`src/rtl/moesi_pkg.sv`:
```
package moesi_pkg;

  typedef enum logic [2:0] {
    LS_I = 3'd0,
    LS_S = 3'd1,
    LS_E = 3'd2,
    LS_O = 3'd3,
    LS_M = 3'd4
  } line_st_e;

  typedef enum logic [1:0] {
    CPU_RD = 2'd0,
    CPU_WR = 2'd1,
    CPU_EV = 2'd2,
    CPU_NOP = 2'd3
  } cpu_op_e;

  typedef enum logic [1:0] {
    BC_NONE = 2'd0,
    BC_READ = 2'd1,
    BC_RFO  = 2'd2,
    BC_INV  = 2'd3
  } bus_cmd_e;

  function automatic logic st_valid(line_st_e s);
    return s != LS_I;
  endfunction

  function automatic logic st_dirty(line_st_e s);
    return (s == LS_M) || (s == LS_O);
  endfunction

endpackage

```
`src/rtl/moesi_line_states.sv`:
```
module moesi_line_states
  import moesi_pkg::*;
#(
  parameter int NUM_LINES = 8,
  parameter int IDX_W     = 3
) (
  input  logic                 clk_i,
  input  logic                 rst_ni,
  input  logic                 cpu_we_i,
  input  logic [IDX_W-1:0]     cpu_idx_i,
  input  line_st_e             cpu_st_i,
  input  logic                 snp_we_i,
  input  logic [IDX_W-1:0]     snp_idx_i,
  input  line_st_e             snp_st_i,
  output line_st_e             st_o [NUM_LINES]
);

  for (genvar g = 0; g < NUM_LINES; g++) begin : g_line
    line_st_e st_q;
    // processor commit wins on a shared index (grant cycle only)
    always_ff @(posedge clk_i or negedge rst_ni) begin
      if (!rst_ni) begin
        st_q <= LS_I;
      end else if (cpu_we_i && (cpu_idx_i == IDX_W'(g))) begin
        st_q <= cpu_st_i;
      end else if (snp_we_i && (snp_idx_i == IDX_W'(g))) begin
        st_q <= snp_st_i;
      end
    end
    assign st_o[g] = st_q;
  end

endmodule

```
`src/rtl/moesi_snoop_unit.sv`:
```
module moesi_snoop_unit
  import moesi_pkg::*;
#(
  parameter int AGENT_W  = 3,
  parameter int AGENT_ID = 0
) (
  input  logic [1:0]         snoop_cmd_i,
  input  logic [AGENT_W-1:0] snoop_src_i,
  input  line_st_e           cur_st_i,
  output logic               active_o,
  output logic               supply_o,
  output logic               shared_o,
  output logic               we_o,
  output line_st_e           nxt_st_o
);

  always_comb begin
    active_o = (snoop_cmd_i != BC_NONE) && (snoop_src_i != AGENT_W'(AGENT_ID));
    supply_o = active_o && st_dirty(cur_st_i);
    shared_o = active_o && st_valid(cur_st_i);
    nxt_st_o = cur_st_i;
    if (active_o) begin
      case (bus_cmd_e'(snoop_cmd_i))
        BC_READ: begin
          if (cur_st_i == LS_M) nxt_st_o = LS_O;
          else if (cur_st_i == LS_E) nxt_st_o = LS_S;
        end
        BC_RFO, BC_INV: nxt_st_o = LS_I;
        default: nxt_st_o = cur_st_i;
      endcase
    end
    we_o = active_o && (nxt_st_o != cur_st_i);
  end

endmodule

```
`src/rtl/moesi_req_fsm.sv`:
```
module moesi_req_fsm
  import moesi_pkg::*;
#(
  parameter int IDX_W = 3
) (
  input  logic             clk_i,
  input  logic             rst_ni,
  input  logic             cpu_req_i,
  input  logic [1:0]       cpu_op_i,
  input  logic [IDX_W-1:0] cpu_idx_i,
  input  logic             conflict_i,
  input  line_st_e         cur_st_i,
  input  logic             bus_gnt_i,
  input  logic             bus_shared_i,
  output logic [IDX_W-1:0] look_idx_o,
  output logic             done_o,
  output logic             wb_o,
  output logic             bus_req_o,
  output logic [1:0]       bus_cmd_o,
  output logic [IDX_W-1:0] bus_idx_o,
  output logic             we_o,
  output logic [IDX_W-1:0] w_idx_o,
  output line_st_e         w_st_o
);

  typedef enum logic {FS_IDLE, FS_BUS} fsm_e;

  fsm_e             fsm_q, fsm_d;
  logic [1:0]       op_q;
  logic [IDX_W-1:0] idx_q;

  assign look_idx_o = (fsm_q == FS_BUS) ? idx_q : cpu_idx_i;
  assign bus_idx_o  = idx_q;

  always_comb begin
    fsm_d     = fsm_q;
    done_o    = 1'b0;
    wb_o      = 1'b0;
    bus_req_o = 1'b0;
    bus_cmd_o = BC_NONE;
    we_o      = 1'b0;
    w_idx_o   = cpu_idx_i;
    w_st_o    = LS_I;
    case (fsm_q)
      FS_IDLE: begin
        if (cpu_req_i && !conflict_i) begin
          case (cpu_op_e'(cpu_op_i))
            CPU_RD: begin
              if (st_valid(cur_st_i)) done_o = 1'b1;
              else fsm_d = FS_BUS;
            end
            CPU_WR: begin
              if ((cur_st_i == LS_E) || (cur_st_i == LS_M)) begin
                done_o = 1'b1;
                we_o   = 1'b1;
                w_st_o = LS_M;
              end else begin
                fsm_d = FS_BUS;
              end
            end
            CPU_EV: begin
              done_o = 1'b1;
              we_o   = st_valid(cur_st_i);
              w_st_o = LS_I;
              wb_o   = st_dirty(cur_st_i);
            end
            default: done_o = 1'b1;
          endcase
        end
      end
      FS_BUS: begin
        bus_req_o = 1'b1;
        w_idx_o   = idx_q;
        // a write whose copy was snooped away must fetch the line again
        if (op_q == CPU_RD)        bus_cmd_o = BC_READ;
        else if (cur_st_i == LS_I) bus_cmd_o = BC_RFO;
        else                       bus_cmd_o = BC_INV;
        if (bus_gnt_i) begin
          done_o = 1'b1;
          we_o   = 1'b1;
          fsm_d  = FS_IDLE;
          if (op_q == CPU_RD) w_st_o = bus_shared_i ? LS_S : LS_E;
          else                w_st_o = LS_M;
        end
      end
      default: fsm_d = FS_IDLE;
    endcase
  end

  always_ff @(posedge clk_i or negedge rst_ni) begin
    if (!rst_ni) begin
      fsm_q <= FS_IDLE;
      op_q  <= CPU_RD;
      idx_q <= '0;
    end else begin
      fsm_q <= fsm_d;
      if ((fsm_q == FS_IDLE) && (fsm_d == FS_BUS)) begin
        op_q  <= cpu_op_i;
        idx_q <= cpu_idx_i;
      end
    end
  end

endmodule

```
`src/rtl/moesi_snoop_ctrl.sv`:
```
module moesi_snoop_ctrl
  import moesi_pkg::*;
#(
  parameter int  NUM_LINES  = 8,
  parameter int  NUM_AGENTS = 8,
  parameter int  AGENT_ID   = 0,
  localparam int IDX_W      = (NUM_LINES  > 1) ? $clog2(NUM_LINES)  : 1,
  localparam int AGENT_W    = (NUM_AGENTS > 1) ? $clog2(NUM_AGENTS) : 1
) (
  input  logic               clk_i,
  input  logic               rst_ni,
  input  logic               cpu_req_i,
  input  logic [1:0]         cpu_op_i,
  input  logic [IDX_W-1:0]   cpu_idx_i,
  output logic               cpu_done_o,
  output logic               wb_o,
  output logic               bus_req_o,
  output logic [1:0]         bus_cmd_o,
  output logic [IDX_W-1:0]   bus_idx_o,
  input  logic               bus_gnt_i,
  input  logic               bus_shared_i,
  input  logic [1:0]         snoop_cmd_i,
  input  logic [IDX_W-1:0]   snoop_idx_i,
  input  logic [AGENT_W-1:0] snoop_src_i,
  output logic               supply_o,
  output logic               shared_o
);

  line_st_e         line_st [NUM_LINES];
  logic [IDX_W-1:0] look_idx;
  line_st_e         req_st;
  line_st_e         snp_cur;
  logic             snp_act;
  logic             snp_we;
  line_st_e         snp_nxt;
  logic             cpu_we;
  logic [IDX_W-1:0] cpu_widx;
  line_st_e         cpu_wst;
  logic             conflict;

  assign req_st   = line_st[look_idx];
  assign snp_cur  = line_st[snoop_idx_i];
  assign conflict = snp_act && (snoop_idx_i == cpu_idx_i);

  moesi_line_states #(
    .NUM_LINES (NUM_LINES),
    .IDX_W     (IDX_W)
  ) u_states (
    .clk_i     (clk_i),
    .rst_ni    (rst_ni),
    .cpu_we_i  (cpu_we),
    .cpu_idx_i (cpu_widx),
    .cpu_st_i  (cpu_wst),
    .snp_we_i  (snp_we),
    .snp_idx_i (snoop_idx_i),
    .snp_st_i  (snp_nxt),
    .st_o      (line_st)
  );

  moesi_snoop_unit #(
    .AGENT_W  (AGENT_W),
    .AGENT_ID (AGENT_ID)
  ) u_snoop (
    .snoop_cmd_i (snoop_cmd_i),
    .snoop_src_i (snoop_src_i),
    .cur_st_i    (snp_cur),
    .active_o    (snp_act),
    .supply_o    (supply_o),
    .shared_o    (shared_o),
    .we_o        (snp_we),
    .nxt_st_o    (snp_nxt)
  );

  moesi_req_fsm #(
    .IDX_W (IDX_W)
  ) u_fsm (
    .clk_i        (clk_i),
    .rst_ni       (rst_ni),
    .cpu_req_i    (cpu_req_i),
    .cpu_op_i     (cpu_op_i),
    .cpu_idx_i    (cpu_idx_i),
    .conflict_i   (conflict),
    .cur_st_i     (req_st),
    .bus_gnt_i    (bus_gnt_i),
    .bus_shared_i (bus_shared_i),
    .look_idx_o   (look_idx),
    .done_o       (cpu_done_o),
    .wb_o         (wb_o),
    .bus_req_o    (bus_req_o),
    .bus_cmd_o    (bus_cmd_o),
    .bus_idx_o    (bus_idx_o),
    .we_o         (cpu_we),
    .w_idx_o      (cpu_widx),
    .w_st_o       (cpu_wst)
  );

endmodule

```
`config.mk`:
```
export PLATFORM = sky130hd
export DESIGN_NAME = moesi_snoop_ctrl
export DESIGN_NICKNAME = d
export VERILOG_FILES = /design/src/rtl/moesi_pkg.sv /design/src/rtl/moesi_line_states.sv /design/src/rtl/moesi_snoop_unit.sv /design/src/rtl/moesi_req_fsm.sv /design/src/rtl/moesi_snoop_ctrl.sv
export SDC_FILE = /design/constraint.sdc
export NUM_CORES = 1
export LEC_CHECK = 0
export ABC_AREA = 1
export BUFFER_PORTS_ARGS = -buffer_cell sky130_fd_sc_hd__buf_2
export CAP_MARGIN = 10
export CORE_ASPECT_RATIO = 1.4
export CORE_MARGIN = 5
export CORE_UTILIZATION = 40
export CTS_CLUSTER_DIAMETER = 60
export DETAILED_ROUTE_END_ITERATION = 10
export PLACE_DENSITY = 0.59
export SLEW_MARGIN = 15
export SYNTH_ARGS = -nofsm -noshare
export SYNTH_HDL_FRONTEND = slang
export SYNTH_SLANG_ARGS = --single-unit
export TNS_END_PERCENT = 30
```
`constraint.sdc`:
```
create_clock -name clk_i -period 2.3 [get_ports clk_i]
set_clock_uncertainty 0.05 [all_clocks]
set_input_delay 0.69 -clock clk_i [delete_from_list [all_inputs] [get_ports clk_i]]
set_output_delay 0.69 -clock clk_i [all_outputs]
set_load 0.03 [all_outputs]
```
# After elaboration in Yosys (flattened, before gate mapping)
# Cells that the tools add are included.
classes:
  n_addsub: 0
  mul: 0
  n_div: 0
  magnitude_cmp: 2
  n_eq_ne: 27
  shift: 0
  n_mux: 56
  n_bitwise: 3
  n_reduce_logical: 45
op_table:
  columns: ["cell", "count"]
  rows:
  - ["two-way mux 3 bit", 29]
  - ["equality test 3 bit, second input constant", 10]
  - ["equality test 3 x 2 -> 1 bit, second input constant", 8]
  - ["logical AND 1 bit", 23]
  - ["binary-select mux 3 bit (select 3 bit)", 2]
  - ["nonzero test 2 bit", 9]
  - ["two-way mux 1 bit", 14]
  - ["case mux 1 bit (2 select lines)", 6]
  - ["case mux 3 bit (2 select lines)", 2]
  - ["logical NOT 3 bit", 3]
  - ["nonzero test 3 bit", 3]
  - [">= comparator 4 bit, second input constant", 2]
  - ["inverter 3 -> 4 bit", 2]
  - ["equality test 2 bit, second input constant", 3]
  - ["equality test 3 x 1 -> 1 bit, second input constant", 2]
  - ["two-way mux 2 bit", 3]
  - ["equality test 2 x 1 -> 1 bit, second input constant", 2]
  - ["logical NOT 2 bit", 2]
  - ["equality test 3 bit", 1]
  - ["logical OR 1 bit", 3]
  - ["inequality test 3 bit", 1]
  - ["OR reduction 2 bit", 1]
  - ["logical NOT 1 bit", 1]
  - ["inverter 1 bit", 1]
totals:
  register_bits: 30
  latch_bits: 0
  mem_bits_rw: 0
  mem_bits_ro: 0
  in_bits: 18
  output_inout_bits: 10
  wordCells: 144
  memories: 0

# Longest topological paths before layout
# Gate-level depths: netlist (run 1).
logic_depth:
  word_depth: 14
  ltp_mapped: 22
  mapped_depth_nobuf: 19

# By module
# A second synthesis (run 1) with hierarchy kept.
hier_totals:
  hier_cells: 455
  hier_area_um2: 2701.3
by_module_without_submodules:
  columns: ["mod", "n_inst", "cells_per_inst", "area_per_inst_um2", "seq_area_each_um2"]
  rows:
  - ["moesi_line_states", 1, 196, 1385.1, 600.6]
  - ["moesi_snoop_ctrl", 1, 143, 615.6, 0.0]
  - ["moesi_req_fsm", 1, 79, 531.8, 150.1]
  - ["moesi_snoop_unit", 1, 37, 168.9, 0.0]

# Least setup slack after synthesis (run 1)
# No wires, ideal clock.
synth_path:
  path_type: "input-to-output"
  start: "in snoop_idx_i[0]"
  end: "out supply_o"
  arrival_time_ns: 2.189
  required_ns: 1.560
  path_slack_ns: -0.629
  path_stages: 11
  n_path_buf: 2
  path_cell_list: "buf_4 inv_2 buf_6 nand2_1 nand2_1 nand2_1 nand3_1 nand2_1 nand2_1 nand2_1 a211oi_1"
synth_between:
  elab_chain_len: 7
  word_cells_on_any_way: 8
  cone_classes: "eq/ne: 2; mux: 3; bitwise: 1; reduce/logical: 2"
synth_lines:
  columns: ["item", "line_no", "source"]
  rows:
  - ["from (decl)", "moesi_snoop_ctrl.sv:23", "input logic [IDX_W-1:0] snoop_idx_i,"]
  - ["inverter 3 -> 4 bit (implied by the code) (*)", "moesi_snoop_ctrl.sv:42", "assign snp_cur = line_st[snoop_idx_i];"]
  - ["binary-select mux 3 bit (select 3 bit) (*)", "moesi_snoop_ctrl.sv:42", null]
  - ["two-way mux 3 bit (implied by the code) (*) (2 in series)", "moesi_snoop_ctrl.sv:42", null]
  - ["equality test 3 bit or equality test 3 x 2 -> 1 bit (tied branches)", "moesi_pkg.sv:30", "return (s == LS_M) || (s == LS_O);"]
  - ["logical OR 1 bit (*)", "moesi_pkg.sv:30", null]
  - ["logical AND 1 bit (*)", "moesi_snoop_unit.sv:19", "supply_o = active_o && st_dirty(cur_st_i);"]
  - ["to (decl)", "moesi_snoop_ctrl.sv:25", "output logic supply_o,"]
# Mark *: on every way between the ends. The rest lies on a longest branch, timed or not. The select of a mux whose other input is x is not followed.

# Worst setup path in the final report (run 1)
layout_path:
  start: "reg u_fsm.fsm_q"
  end: "out wb_o"
layout_between:
  elab_chain_len: 10
  word_cells_on_any_way: 11
  cone_classes: "eq/ne: 2; mux: 7; bitwise: 1; reduce/logical: 1"
layout_lines:
  columns: ["item", "line_no", "source"]
  rows:
  - ["from (decl)", "moesi_req_fsm.sv:28", "fsm_e fsm_q, fsm_d;"]
  - ["from (signal assigned)", "moesi_req_fsm.sv:96", "fsm_q <= fsm_d;"]
  - ["two-way mux 3 bit", "moesi_req_fsm.sv:32", "assign look_idx_o = (fsm_q == FS_BUS) ? idx_q : cpu_idx_i;"]
  - ["inverter 3 -> 4 bit (implied by the code)", "moesi_snoop_ctrl.sv:41", "assign req_st = line_st[look_idx];"]
  - ["binary-select mux 3 bit (select 3 bit)", "moesi_snoop_ctrl.sv:41", null]
  - ["two-way mux 3 bit (implied by the code) (2 in series)", "moesi_snoop_ctrl.sv:41", null]
  - ["equality test 3 bit or equality test 3 x 2 -> 1 bit (tied branches)", "moesi_pkg.sv:30", null]
  - ["logical OR 1 bit", "moesi_pkg.sv:30", null]
  - ["two-way mux 1 bit", "moesi_req_fsm.sv:47", "case (cpu_op_e'(cpu_op_i))"]
  - ["two-way mux 1 bit", "moesi_req_fsm.sv:46", "if (cpu_req_i && !conflict_i) begin"]
  - ["two-way mux 1 bit (*)", "moesi_req_fsm.sv:44", "case (fsm_q)"]
  - ["to (decl)", "moesi_snoop_ctrl.sv:16", "output logic wb_o,"]
# Marks and branches as above.

==> results of run 1 <==
==> stage by stage <==
step           cell area, um^2  setup TNS [ps]  std cells
2_1_floorplan             2760            -909        444
3_3_place_gp              3340          -11580        591
3_5_place_dp              3340          -12980        591
4_1_cts                   3680           -4270        608
5_1_grt                   4010           -8260        619
6_report                  4010           -4320        619
==> area by class of cell <==
class,instances,area share
inverter,26,0.0297
clock inverter,1,0.00125
sequential,30,0.188
tap,74,0.0231
timing repair buffer,107,0.222
clock buffer,7,0.0215
multi-input combinational,374,0.515
==> sequential cells by signal (all words and copies together), names as in the netlist <==
signal	cells
u_fsm.op_q	2
u_states.g_line.st_q	24
u_fsm.fsm_q	1
u_fsm.bus_idx_o	3
==> worst paths after layout <==
kind / cells past startpoint / endpoint / start
setup / recovery: 10 / wb_o / u_fsm.fsm_q
hold / removal: 1 / u_states.g_line[1].st_q[0] / rst_ni
setup reg to reg: 19 / u_states.g_line[0].st_q[0] / u_fsm.fsm_q
max in group asynchronous: 2 / u_states.g_line[6].st_q[2] / rst_ni
min in group clk_i: 2 / u_fsm.op_q[1] / u_fsm.op_q[1]
hold reg to reg: 2 / u_fsm.op_q[1] / u_fsm.op_q[1]
==> kinds of logic after synthesis <==
group,synth area share
xor gates and xnor gates,0.00975
adders and majority gates,0.0139
DFF,0.279
AOI/OAI and AO/OA,0.0469
buffers and inverters,0.0752
and+or+nand+nor,0.576
==> cell usage in the layout, fill, tap and decap left out, types with 3 or more instances in the layout <==
cell type,instances
sky130_fd_sc_hd__buf_12,3
sky130_fd_sc_hd__nor2_4,3
sky130_fd_sc_hd__buf_2,18
sky130_fd_sc_hd__ha_1,3
sky130_fd_sc_hd__o21ai_0,5
sky130_fd_sc_hd__buf_4,62
sky130_fd_sc_hd__nand2_4,14
sky130_fd_sc_hd__nand3_1,65
sky130_fd_sc_hd__inv_4,3
sky130_fd_sc_hd__buf_6,21
sky130_fd_sc_hd__nand2_8,3
sky130_fd_sc_hd__nand2_2,38
sky130_fd_sc_hd__nor2_1,23
sky130_fd_sc_hd__dfrtp_1,29
sky130_fd_sc_hd__o21ai_1,4
sky130_fd_sc_hd__inv_2,4
sky130_fd_sc_hd__inv_1,16
sky130_fd_sc_hd__xor2_1,3
sky130_fd_sc_hd__nand3_2,15
sky130_fd_sc_hd__o21ai_2,3
sky130_fd_sc_hd__clkbuf_8,6
sky130_fd_sc_hd__nand4_1,17
sky130_fd_sc_hd__nand2_1,162
==> routing by layer <==
layer,share of wire,GRT usage,vias to the layer above
met4,0.041,0.108,0
li1,-,-,1654
met1,0.40,0.258,1495
met5,0,0,-
met2,0.51,0.390,93
met3,0.046,0.0269,25
==> power by group through the flow <==
stage	clock network [mW]	logic, mW	registers, mW
detailed placement	0	1.82	0.954
finish	0.457	2.33	0.956
floorplan	0	1.16	0.907
global placement	0	1.80	0.954
global route	0.492	2.56	0.971
CTS	0.463	2.01	0.952
==> repair_timing <==
item,in CTS,in global routing
resized for setup,54,72
buffers inserted,9,11
pin swaps,22,27
gates cloned,0,0
setup endpoints to repair,29,35
==> impl_results.md, run 1 <==
* Die Span X at 79.4 um
* Final Worst Setup Slack at -558 ps
* Worst-path cell chain: buf_6 > o21ai_4 > buf_6 > nand2_2 > nand3_4 > buf_4 > buf_4 > nand4_1 > a21oi_4 > buf_6
* RSZ-0062 raised after global routing: true
* Sequential fraction of the synthesis area at 0.279
* Routed wire per std cell at 15.0 um
* Most frequently used flop master after synthesis: sky130_fd_sc_hd__dfrtp_1
* Max H-tree Level at 2
* EDFF count, synth at 0
* DR DRC count at 0
* Avg Cell Area, Syn at 6.07 um^2
* VDD IR max at 0.527 mV
* Clock insertion delay at the later pin of the skew report at 290 ps
* Power share of the combinational group at 0.622
* DP Worst Slack at -518 ps
* Area share of the leading cell type in the synthesized netlist at 0.283
* Portion of total power attributed to the clock network at 0.122
* Count of distinct cell types in the synthesized netlist at 31
* Total global routing overflow at 0
* Layout Area Growth over Synthesis at 48.7%
* Total number of placement rows at 35
* Routed WL at 9260 um
* Sequential Power Share at 0.255
* Count of hold-fix buffers inserted at cts at 0
* Synthesis Warnings at 0
* Final setup violation count at 29
* Result of the run: complete, but fails checks
* Storage cell area at 752 um^2
* Inserted Clock Buffers at 5
* Residual antenna-violating net count after detailed routing at 0
* Mapped cell area at 0.00270 mm^2
* GRT Total Usage at 0.220
* Initial antenna violation count at 0
* Inserted Diodes at 0
* Worst slack on hold paths at 233 ps
* Vias in the first global route at 3082
* Clock tree from TritonCTS: yes
* Leakage power at 2.21 nW
* Switching Fraction at 0.473
* Cell internal pwr at 1.97 mW
* Number of failing hold endpoints at the final stage at 0
* CTS root buffer: sky130_fd_sc_hd__clkbuf_8
* CTS Sinks at 30
* CTS Buffer Depth at 2
* Multi-input logic area at 0.00206 mm^2
* HPWL after DPL at 6850 um
* FFs w/ async S/R, synth at 1.00
* Minimum setup slack among reg-to-reg paths at -200 ps
* Failing checks: setup timing
* Vertical extent of the die at 107 um
* Fmax at 350 MHz
* Final weighted congestion of routability-driven global placement at 0.857
* Final core area utilization at 0.610
* Total power divided by cell area at 934 mW/mm^2
* Req. time, crit path at 1560 ps
* Largest stage delay on the critical path at 490 ps
* Crit path top cell by count: sky130_fd_sc_hd__buf_6
* Critical Path Source Type: flop
* Max-cap violations at 0
* Sw power at 1.77 mW
* Critical path buffer and inverter count at 5
* Transition time at the pin with the least slew margin at 598 ps
* Top-level I/O count at 28
* Total iterations of the first detailed-routing run at 4
* Leading post-synthesis cells by instance count: sky130_fd_sc_hd__nand2_1 (203), sky130_fd_sc_hd__nand3_1 (79), sky130_fd_sc_hd__dfrtp_1 (30)
* Max-Slew Margin vs Limit at 0.600
* Cell types occupying the most area after synthesis: sky130_fd_sc_hd__nand2_1 (28%), sky130_fd_sc_hd__dfrtp_1 (28%), sky130_fd_sc_hd__nand3_1 (15%), sky130_fd_sc_hd__nand4_1 (3.9%), sky130_fd_sc_hd__nor2_1 (3.8%)
* Kind of critical path: reg -> out
* Flip-flop and latch count after synthesis at 30
* Gate count of the mapped netlist at 444
* Period utilisation layout at 1.24
* CP Max Fanout at 8
* Die Area at 0.00850 mm^2
* Net total in the final layout at 565
* Number of vias in the routed layout at 3267
* Filler cell count at 616
* Initial cell density of the core at 0.410
* Final critical path time including I/O delays and setup at 2860 ps
* Kind of end point of the critical path: primary output
* Share of final-layout standard cells stronger than drive strength 1 at 0.385
* Post-layout power at 3.74 mW
* Cell type contributing the most total cell area after synthesis: sky130_fd_sc_hd__nand2_1
* Most frequent cell after synthesis: sky130_fd_sc_hd__nand2_1
* Worst-path clk slew at 70 ps
* Post-synth net total at 465
* DRT iter0 DRCs at 202
* Core area at 0.00657 mm^2
* Largest net degree at the start of global routing at 22
* First-pass GRT wire length at 14600 um
* Port Buf Inserts at 27
* Kind of cell with the highest combined delay on the critical path: buffers and inverters
* Min-delay worst type: in -> async
* Data arrival time of the critical path at 2120 ps
* Routed via count divided by cell count at 5.28
* Final max-slew violation count at 0
* Highest-delay cell along the critical path: sky130_fd_sc_hd__dfrtp_2
No activity file was read; power rests on OpenSTA's default activity.
==> run 2, diff against run 1 <==
--- a/config.mk
+++ b/config.mk
@@ -6,14 +6,16 @@
 export NUM_CORES = 1
 export LEC_CHECK = 0
 export ABC_AREA = 1
-export BUFFER_PORTS_ARGS = -buffer_cell sky130_fd_sc_hd__buf_2
 export CAP_MARGIN = 10
 export CORE_ASPECT_RATIO = 1.4
 export CORE_MARGIN = 5
 export CORE_UTILIZATION = 40
 export CTS_CLUSTER_DIAMETER = 60
+export CTS_CLUSTER_SIZE = 25
 export DETAILED_ROUTE_END_ITERATION = 10
-export PLACE_DENSITY = 0.59
+export DONT_BUFFER_PORTS = 1
+export HOLD_SLACK_MARGIN = 0.06
+export PLACE_DENSITY = 0.55
 export SLEW_MARGIN = 15
 export SYNTH_ARGS = -nofsm -noshare
 export SYNTH_HDL_FRONTEND = slang
==> impl_results.md, run 2 (synthesis gave the netlist of run 1 again) <==
* Result of the run: complete, but fails checks
* Failing checks: setup timing
* CTS Buffer Depth at 2 (unchanged)
* Register ranked first by flip-flop count: u_states.g_line.st_q
* Inserted Diodes at 0 (unchanged)
* Largest stage delay on the critical path at 490 ps (about the same)
* Transition time at the pin with the least slew margin at 568 ps (-30.2 ps)
* Clock insertion delay at the later pin of the skew report at 290 ps (about the same)
* Min-delay worst type: in -> async
* Top-level I/O count at 28 (unchanged)
* Worst-path clk slew at 70 ps (about the same)
* Leakage power at 1.81 nW (-18%)
* GRT Total Usage at 0.221 (+0.000757)
* Crit path top cell by count: sky130_fd_sc_hd__nand3_2
* Leading cell types in the layout, fill and taps excluded: sky130_fd_sc_hd__nand2_1 (193), sky130_fd_sc_hd__nand3_1 (75), sky130_fd_sc_hd__buf_4 (52)
* First-pass GRT wire length at 14600 um (about the same)
* Max-Slew Margin vs Limit at 0.620 (+0.0202)
* Max H-tree Level at 2 (unchanged)
* Vertical extent of the die at 107 um (unchanged)
* Most common library cell in the layout ignoring fill and taps: sky130_fd_sc_hd__nand2_1
* Layout Area Growth over Synthesis at 25.5%
* DR DRC count at 0 (unchanged)
* Final Worst Setup Slack at -549 ps (+8.70 ps)
* Highest-delay cell along the critical path: sky130_fd_sc_hd__dfrtp_2
* Kind of cell with the highest combined delay on the critical path: simple AND/OR/NAND/NOR gates
* DRT iter0 DRCs at 166 (-18%)
* CTS root buffer: sky130_fd_sc_hd__clkbuf_8
* Initial antenna violation count at 0 (unchanged)
* RSZ-0062 raised after global routing: true
* Worst-path cell chain: clkinv_4 > or2_4 > o21ai_4 > nand3_2 > nand2_4 > nand3_4 > nand2_2 > nand3_2 > o211ai_1 > buf_4
* Fmax at 351 MHz (+0.31%)
* Port Buf Inserts at 0 (-100%)
* Routed via count divided by cell count at 5.37 (+1.7%)
* Routed WL at 8880 um (-4.2%)
* Final max-slew violation count at 0 (unchanged)
* Largest net degree at the start of global routing at 31 (+41%)
* Final setup violation count at 28 (-3.4%)
* Number of vias in the routed layout at 3055 (-6.5%)
* CP Max Fanout at 8 (unchanged)
* Routed wire per std cell at 15.6 um (+4.3%)
* Total global routing overflow at 0 (unchanged)
* HPWL after DPL at 6890 um (+0.66%)
* Die Area at 0.00850 mm^2 (unchanged)
* Final weighted congestion of routability-driven global placement at 0.878 (+2.5%)
* Final critical path time including I/O delays and setup at 2850 ps (-8.70 ps)
* Critical Path Source Type: flop
* Sum Neg Setup Slack at -5980 ps (-1660 ps)
* Die Span X at 79.4 um (unchanged)
* Total power divided by cell area at 991 mW/mm^2 (+6.1%)
* Inserted Clock Buffers at 5 (unchanged)
* VDD IR max at 0.370 mV (-30%)
* Number of failing hold endpoints at the final stage at 0 (unchanged)
* Core area at 0.00657 mm^2 (unchanged)
* Initial cell density of the core at 0.410 (unchanged)
* Period utilisation layout at 1.24 (-0.00378)
* Share of final-layout standard cells stronger than drive strength 1 at 0.230 (-0.155)
* Clock tree from TritonCTS: yes
* Net total in the final layout at 515 (-8.8%)
* Total number of placement rows at 35 (unchanged)
* Post-layout power at 3.35 mW (-10%)
* Kind of critical path: reg -> out
* Flip-flop count of the largest register, all copies and words added at 24 (unchanged)
* Kind of end point of the critical path: primary output
* Vias in the first global route at 2943 (-4.5%)
* Critical path buffer and inverter count at 2 (-3)
* Total iterations of the first detailed-routing run at 4 (unchanged)
* Max-cap violations at 0 (unchanged)
* CTS Sinks at 30 (unchanged)
* Data arrival time of the critical path at 2110 ps (about the same)
* Req. time, crit path at 1560 ps (about the same)
* Residual antenna-violating net count after detailed routing at 0 (unchanged)
-- run 2: changes by cell type in the layout (fill, tap and decap cells not counted), moves of 3 or more --
cell,previous run,this run
sky130_fd_sc_hd__nand2_1,162,193
sky130_fd_sc_hd__buf_6,21,1
sky130_fd_sc_hd__nand2_2,38,19
sky130_fd_sc_hd__buf_2,18,0
sky130_fd_sc_hd__buf_4,62,52
sky130_fd_sc_hd__nand2_4,14,4
sky130_fd_sc_hd__nand3_1,65,75
sky130_fd_sc_hd__nand3_2,15,5
sky130_fd_sc_hd__inv_1,16,19
-- run 2: stage by stage --
step / std cells / hold slack [ps] / cell area, um^2 / utilization / setup slack (ps)
2_1_floorplan: 444 / 344 / 2760 / - / -407
3_3_place_gp: 549 / 345 / 3080 / 0.470 / -267
3_5_place_dp: 549 / 346 / 3080 / 0.470 / -322
4_1_cts: 564 / 176 / 3270 / 0.498 / -479
5_1_grt: 569 / 180 / 3380 / 0.515 / -680
6_report: 569 / 171 / 3380 / 0.515 / -549
-- run 2: cell type report --
| cell class | instances | area [um^2] |
|---|---|---|
| repair buffers | 56 | 462 |
| clock buffers | 7 | 86.3 |
| flip-flops and latches | 30 | 752 |
| inverters | 26 | 110 |
| fillers | 699 | 3190 |
| clock inverters | 1 | 5.00 |
| multi-input cells | 375 | 1870 |
| well taps | 74 | 92.6 |
-- run 2: routing by layer --
layer | vias to the layer above | global-route usage | part of all wire | routed length, um
met3 | 9 | 0.0286 | 0.038 | 339
met5 | - | 0 | 0 | 0
met4 | 0 | 0.0811 | 0.017 | 150
met1 | 1442 | 0.270 | 0.41 | 3680
met2 | 58 | 0.391 | 0.53 | 4710
li1 | 1546 | - | - | -
-- run 2: path summary, 6_finish.rpt --
path,slack (ps),to,depth (start not counted),startpoint
max in group asynchronous,1830,u_fsm.fsm_q,1,rst_ni
max reg2reg,-250,u_states.g_line[2].st_q[1],18,u_fsm.fsm_q
max,-550,cpu_done_o,10,u_fsm.fsm_q
min,170,u_states.g_line[2].st_q[0],1,rst_ni
min reg2reg,450,u_fsm.op_q[1],2,u_fsm.op_q[1]
min in group clk_i,450,u_fsm.op_q[1],2,u_fsm.op_q[1]
-- run 2: power breakdown --
part | switching [mW] | leakage, nW | total [mW] | internal (mW)
clock network | 0.214 | 0.0482 | 0.456 | 0.241
logic | 1.17 | 1.37 | 1.95 | 0.788
registers | 0.219 | 0.389 | 0.940 | 0.721
-- run 2: repair_timing --
| item | in CTS | in global routing |
|---|---|---|
| endpoints found under the hold margin | 30 | 0 |
| endpoints found under the setup margin | 29 | 35 |
| setup buffers | 6 | 4 |
| pin swaps | 3 | 6 |
| gates resized for setup | 8 | 17 |
| cloned | 0 | 1 |
| hold buffers | 1 | 0 |
-- run 2: worst register-to-register path, cell delays in order (launching register included) --
cell and delay [ps]:
sky130_fd_sc_hd__dfrtp_2 490, sky130_fd_sc_hd__clkinv_4 130, sky130_fd_sc_hd__or2_4 260, sky130_fd_sc_hd__o21ai_4 130, sky130_fd_sc_hd__inv_4 100, sky130_fd_sc_hd__nand3_1 110, sky130_fd_sc_hd__nand2_2 80, sky130_fd_sc_hd__nand3_4 90
sky130_fd_sc_hd__nand2_2 60, sky130_fd_sc_hd__buf_4 130, sky130_fd_sc_hd__nand2_1 50, sky130_fd_sc_hd__nand2_1 60, sky130_fd_sc_hd__nand2_2 80, sky130_fd_sc_hd__nand2_4 150, sky130_fd_sc_hd__buf_12 190, sky130_fd_sc_hd__nand2_2 90
sky130_fd_sc_hd__nand2_1 70, sky130_fd_sc_hd__nand2_1 70, sky130_fd_sc_hd__nand2_1 50
==> run 3, diff against run 2 <==
--- a/config.mk
+++ b/config.mk
@@ -9,13 +9,13 @@
 export CAP_MARGIN = 10
 export CORE_ASPECT_RATIO = 1.4
 export CORE_MARGIN = 5
-export CORE_UTILIZATION = 40
+export CORE_UTILIZATION = 50
 export CTS_CLUSTER_DIAMETER = 60
 export CTS_CLUSTER_SIZE = 25
 export DETAILED_ROUTE_END_ITERATION = 10
 export DONT_BUFFER_PORTS = 1
 export HOLD_SLACK_MARGIN = 0.06
-export PLACE_DENSITY = 0.55
+export PLACE_DENSITY = 0.68
 export SLEW_MARGIN = 15
 export SYNTH_ARGS = -nofsm -noshare
 export SYNTH_HDL_FRONTEND = slang
==> constraint.sdc (replaced) <==
create_clock -name clk_i -period 2.5 [get_ports clk_i]
set_clock_uncertainty 0.05 [all_clocks]
set_input_delay 0.75 -clock clk_i [delete_from_list [all_inputs] [get_ports clk_i]]
set_output_delay 0.75 -clock clk_i [all_outputs]
set_load 0.03 [all_outputs]
==> impl_results.md, run 3 (synthesis gave the netlist of run 1 again) <==
* Result of the run: complete, but fails checks
* Failing checks: setup timing
* Total power divided by cell area at 903 mW/mm^2 (-8.9%)
* Largest stage delay on the critical path at 490 ps (about the same)
* Storage cell area at 752 um^2 (unchanged)
* CTS root buffer: sky130_fd_sc_hd__clkbuf_8
* Sequential Power Share at 0.273 (-0.008)
* Max H-tree Level at 2 (unchanged)
* Transition time at the pin with the least slew margin at 598 ps (+29.7 ps)
* Req. time, crit path at 1700 ps (+140 ps)
* Fmax at 337 MHz
* Sw power at 1.51 mW (-5.5%)
* Switching Fraction at 0.482 (+0.00467)
* Final weighted congestion of routability-driven global placement at 0.922 (+5.0%)
* Power share of the combinational group at 0.606 (+0.023)
* Critical path buffer and inverter count at 3 (+1)
* GRT Total Usage at 0.250 (+0.0287)
* Initial antenna violation count at 0 (unchanged)
* Vias in the first global route at 2977 (+1.2%)
* First-pass GRT wire length at 14000 um (-4.2%)
* CTS Sinks at 30 (unchanged)
* Leakage power at 1.89 nW (+4.7%)
* Post-layout power at 3.14 mW (-6.4%)
* Final max-slew violation count at 0 (unchanged)
* DRT iter0 DRCs at 292 (+76%)
* HPWL after DPL at 6080 um (-12%)
* VDD IR max at 0.548 mV (+48%)
* Inserted Diodes at 0 (unchanged)
* Multi-input logic area at 0.00198 mm^2 (+5.9%)
* Residual antenna-violating net count after detailed routing at 0 (unchanged)
* Inserted Clock Buffers at 5 (unchanged)
* Total iterations of the first detailed-routing run at 5 (+1)
* RSZ-0062 raised after global routing: true
* Final Worst Setup Slack at -465 ps (+84.3 ps)
* Final setup violation count at 9 (-68%)
* Share of final-layout standard cells stronger than drive strength 1 at 0.263 (+0.0329)
* Largest net degree at the start of global routing at 31 (unchanged)
* Crit path top cell by count: sky130_fd_sc_hd__nand3_2
* CP Max Fanout at 8 (unchanged)
* Portion of total power attributed to the clock network at 0.121 (-0.015)
* Total placed instance area at 0.00299 mm^2 (-3.0%)
* Kind of critical path: reg -> out
* Number of vias in the routed layout at 3239 (+6.0%)
* Total global routing overflow at 0 (unchanged)
* Vertical extent of the die at 96.9 um (-9.6%)
* Worst-path cell chain: clkinv_4 > or2_4 > o21ai_4 > inv_4 > nand3_2 > nand2_2 > nand3_2 > nor2_1 > o211ai_1 > buf_4
* Period utilisation layout at 1.19
* Net total in the final layout at 515 (unchanged)
* Kind of cell with the highest combined delay on the critical path: simple AND/OR/NAND/NOR gates
* Critical Path Source Type: flop
* Total number of placement rows at 31 (-11%)
* Initial cell density of the core at 0.519 (+0.108)
* Routed via count divided by cell count at 5.78 (+7.7%)
* Die Span X at 72.1 um (-9.2%)
* Port Buf Inserts at 0 (unchanged)
* Flip-flop count of the largest register, all copies and words added at 24 (unchanged)
* CTS Buffer Depth at 2 (unchanged)
* Worst-path clk slew at 70 ps (about the same)
* Number of failing hold endpoints at the final stage at 0 (unchanged)
* Max-Slew Margin vs Limit at 0.600 (-0.0199)
* Min-delay worst type: in -> async
* Final critical path time including I/O delays and setup at 2960 ps
* Top-level I/O count at 28 (unchanged)
* Clock tree from TritonCTS: yes
* Kind of end point of the critical path: primary output
* Core area at 0.00520 mm^2 (-21%)
* Die Area at 0.00698 mm^2 (-18%)
* Most common library cell in the layout ignoring fill and taps: sky130_fd_sc_hd__nand2_1
* Filler cell count at 475 (-32%)
* Max-cap violations at 0 (unchanged)
* Highest-delay cell along the critical path: sky130_fd_sc_hd__dfrtp_2
* Routed wire per std cell at 16.1 um (+3.2%)
* Fin area at 0.00348 mm^2 (+2.8%)
* DR DRC count at 0 (unchanged)
* Register ranked first by flip-flop count: u_states.g_line.st_q
* Data arrival time of the critical path at 2160 ps (+50 ps)
* Layout Area Growth over Synthesis at 29.0%
* Routed WL at 9020 um (+1.6%)
* Leading cell types in the layout, fill and taps excluded: sky130_fd_sc_hd__nand2_1 (173), sky130_fd_sc_hd__nand3_1 (73), sky130_fd_sc_hd__buf_4 (43)
* Cell internal pwr at 1.62 mW (-7.2%)
* Clock insertion delay at the later pin of the skew report at 290 ps (about the same)
==> run 3: cell type report <==
type | instances | share of cell area
multi-input cells | 377 | 0.571
flip-flops and latches | 30 | 0.216
repair buffers | 54 | 0.135
inverters | 26 | 0.0317
well taps | 66 | 0.0238
clock buffers | 5 | 0.0198
clock inverters | 2 | 0.00288
==> run 3: metrics by stage <==
stage               hold WS (ps)  instances  worst slack (ps)  TNS [ps]  utilization
floorplan                    404        444              -327     -1240            -
global placement             405        535              -246     -1470        0.576
CTS                         93.2        547              -361      -834        0.607
detailed placement           405        535              -280     -2630        0.576
finish                      94.9        560              -465     -1350        0.669
global route                89.4        560              -585     -4040        0.669
==> run 3: power groups by stage <==
stage	Sequential [mW]	Combinational [mW]	Clock [mW]
global route	0.879	2.09	0.407
CTS	0.852	1.60	0.384
detailed placement	0.858	1.51	0
global placement	0.853	1.49	0
finish	0.857	1.90	0.378
floorplan	0.833	1.03	0
==> run 3: path summary, 6_finish.rpt <==
check                      slack [ps]     startpoint  cells past startpoint                    endpoint
min in group clk_i                440  u_fsm.op_q[0]                      2               u_fsm.op_q[0]
hold reg to reg                   440  u_fsm.op_q[0]                      2               u_fsm.op_q[0]
hold / removal                     90         rst_ni                      0                 u_fsm.fsm_q
max in group asynchronous        2220         rst_ni                      0          u_fsm.bus_idx_o[2]
setup / recovery                 -460    u_fsm.fsm_q                     10                  cpu_done_o
setup reg to reg                  -40    u_fsm.fsm_q                     18  u_states.g_line[1].st_q[0]
==> run 3: routing by layer <==
metal	wire length [um]	up-vias	GRT usage	share of wire
li1	-	1544	-	-
met1	3310	1468	0.303	0.37
met2	4400	181	0.421	0.49
met3	792	46	0.0363	0.088
met4	507	0	0.122	0.056
met5	0	-	0	0
==> run 3: timing repair <==
action,in CTS,in global routing
pin swaps,5,19
cloned,0,3
setup endpoints to repair,5,26
hold buffers,0,0
buffers inserted,5,10
gates resized for setup,13,55
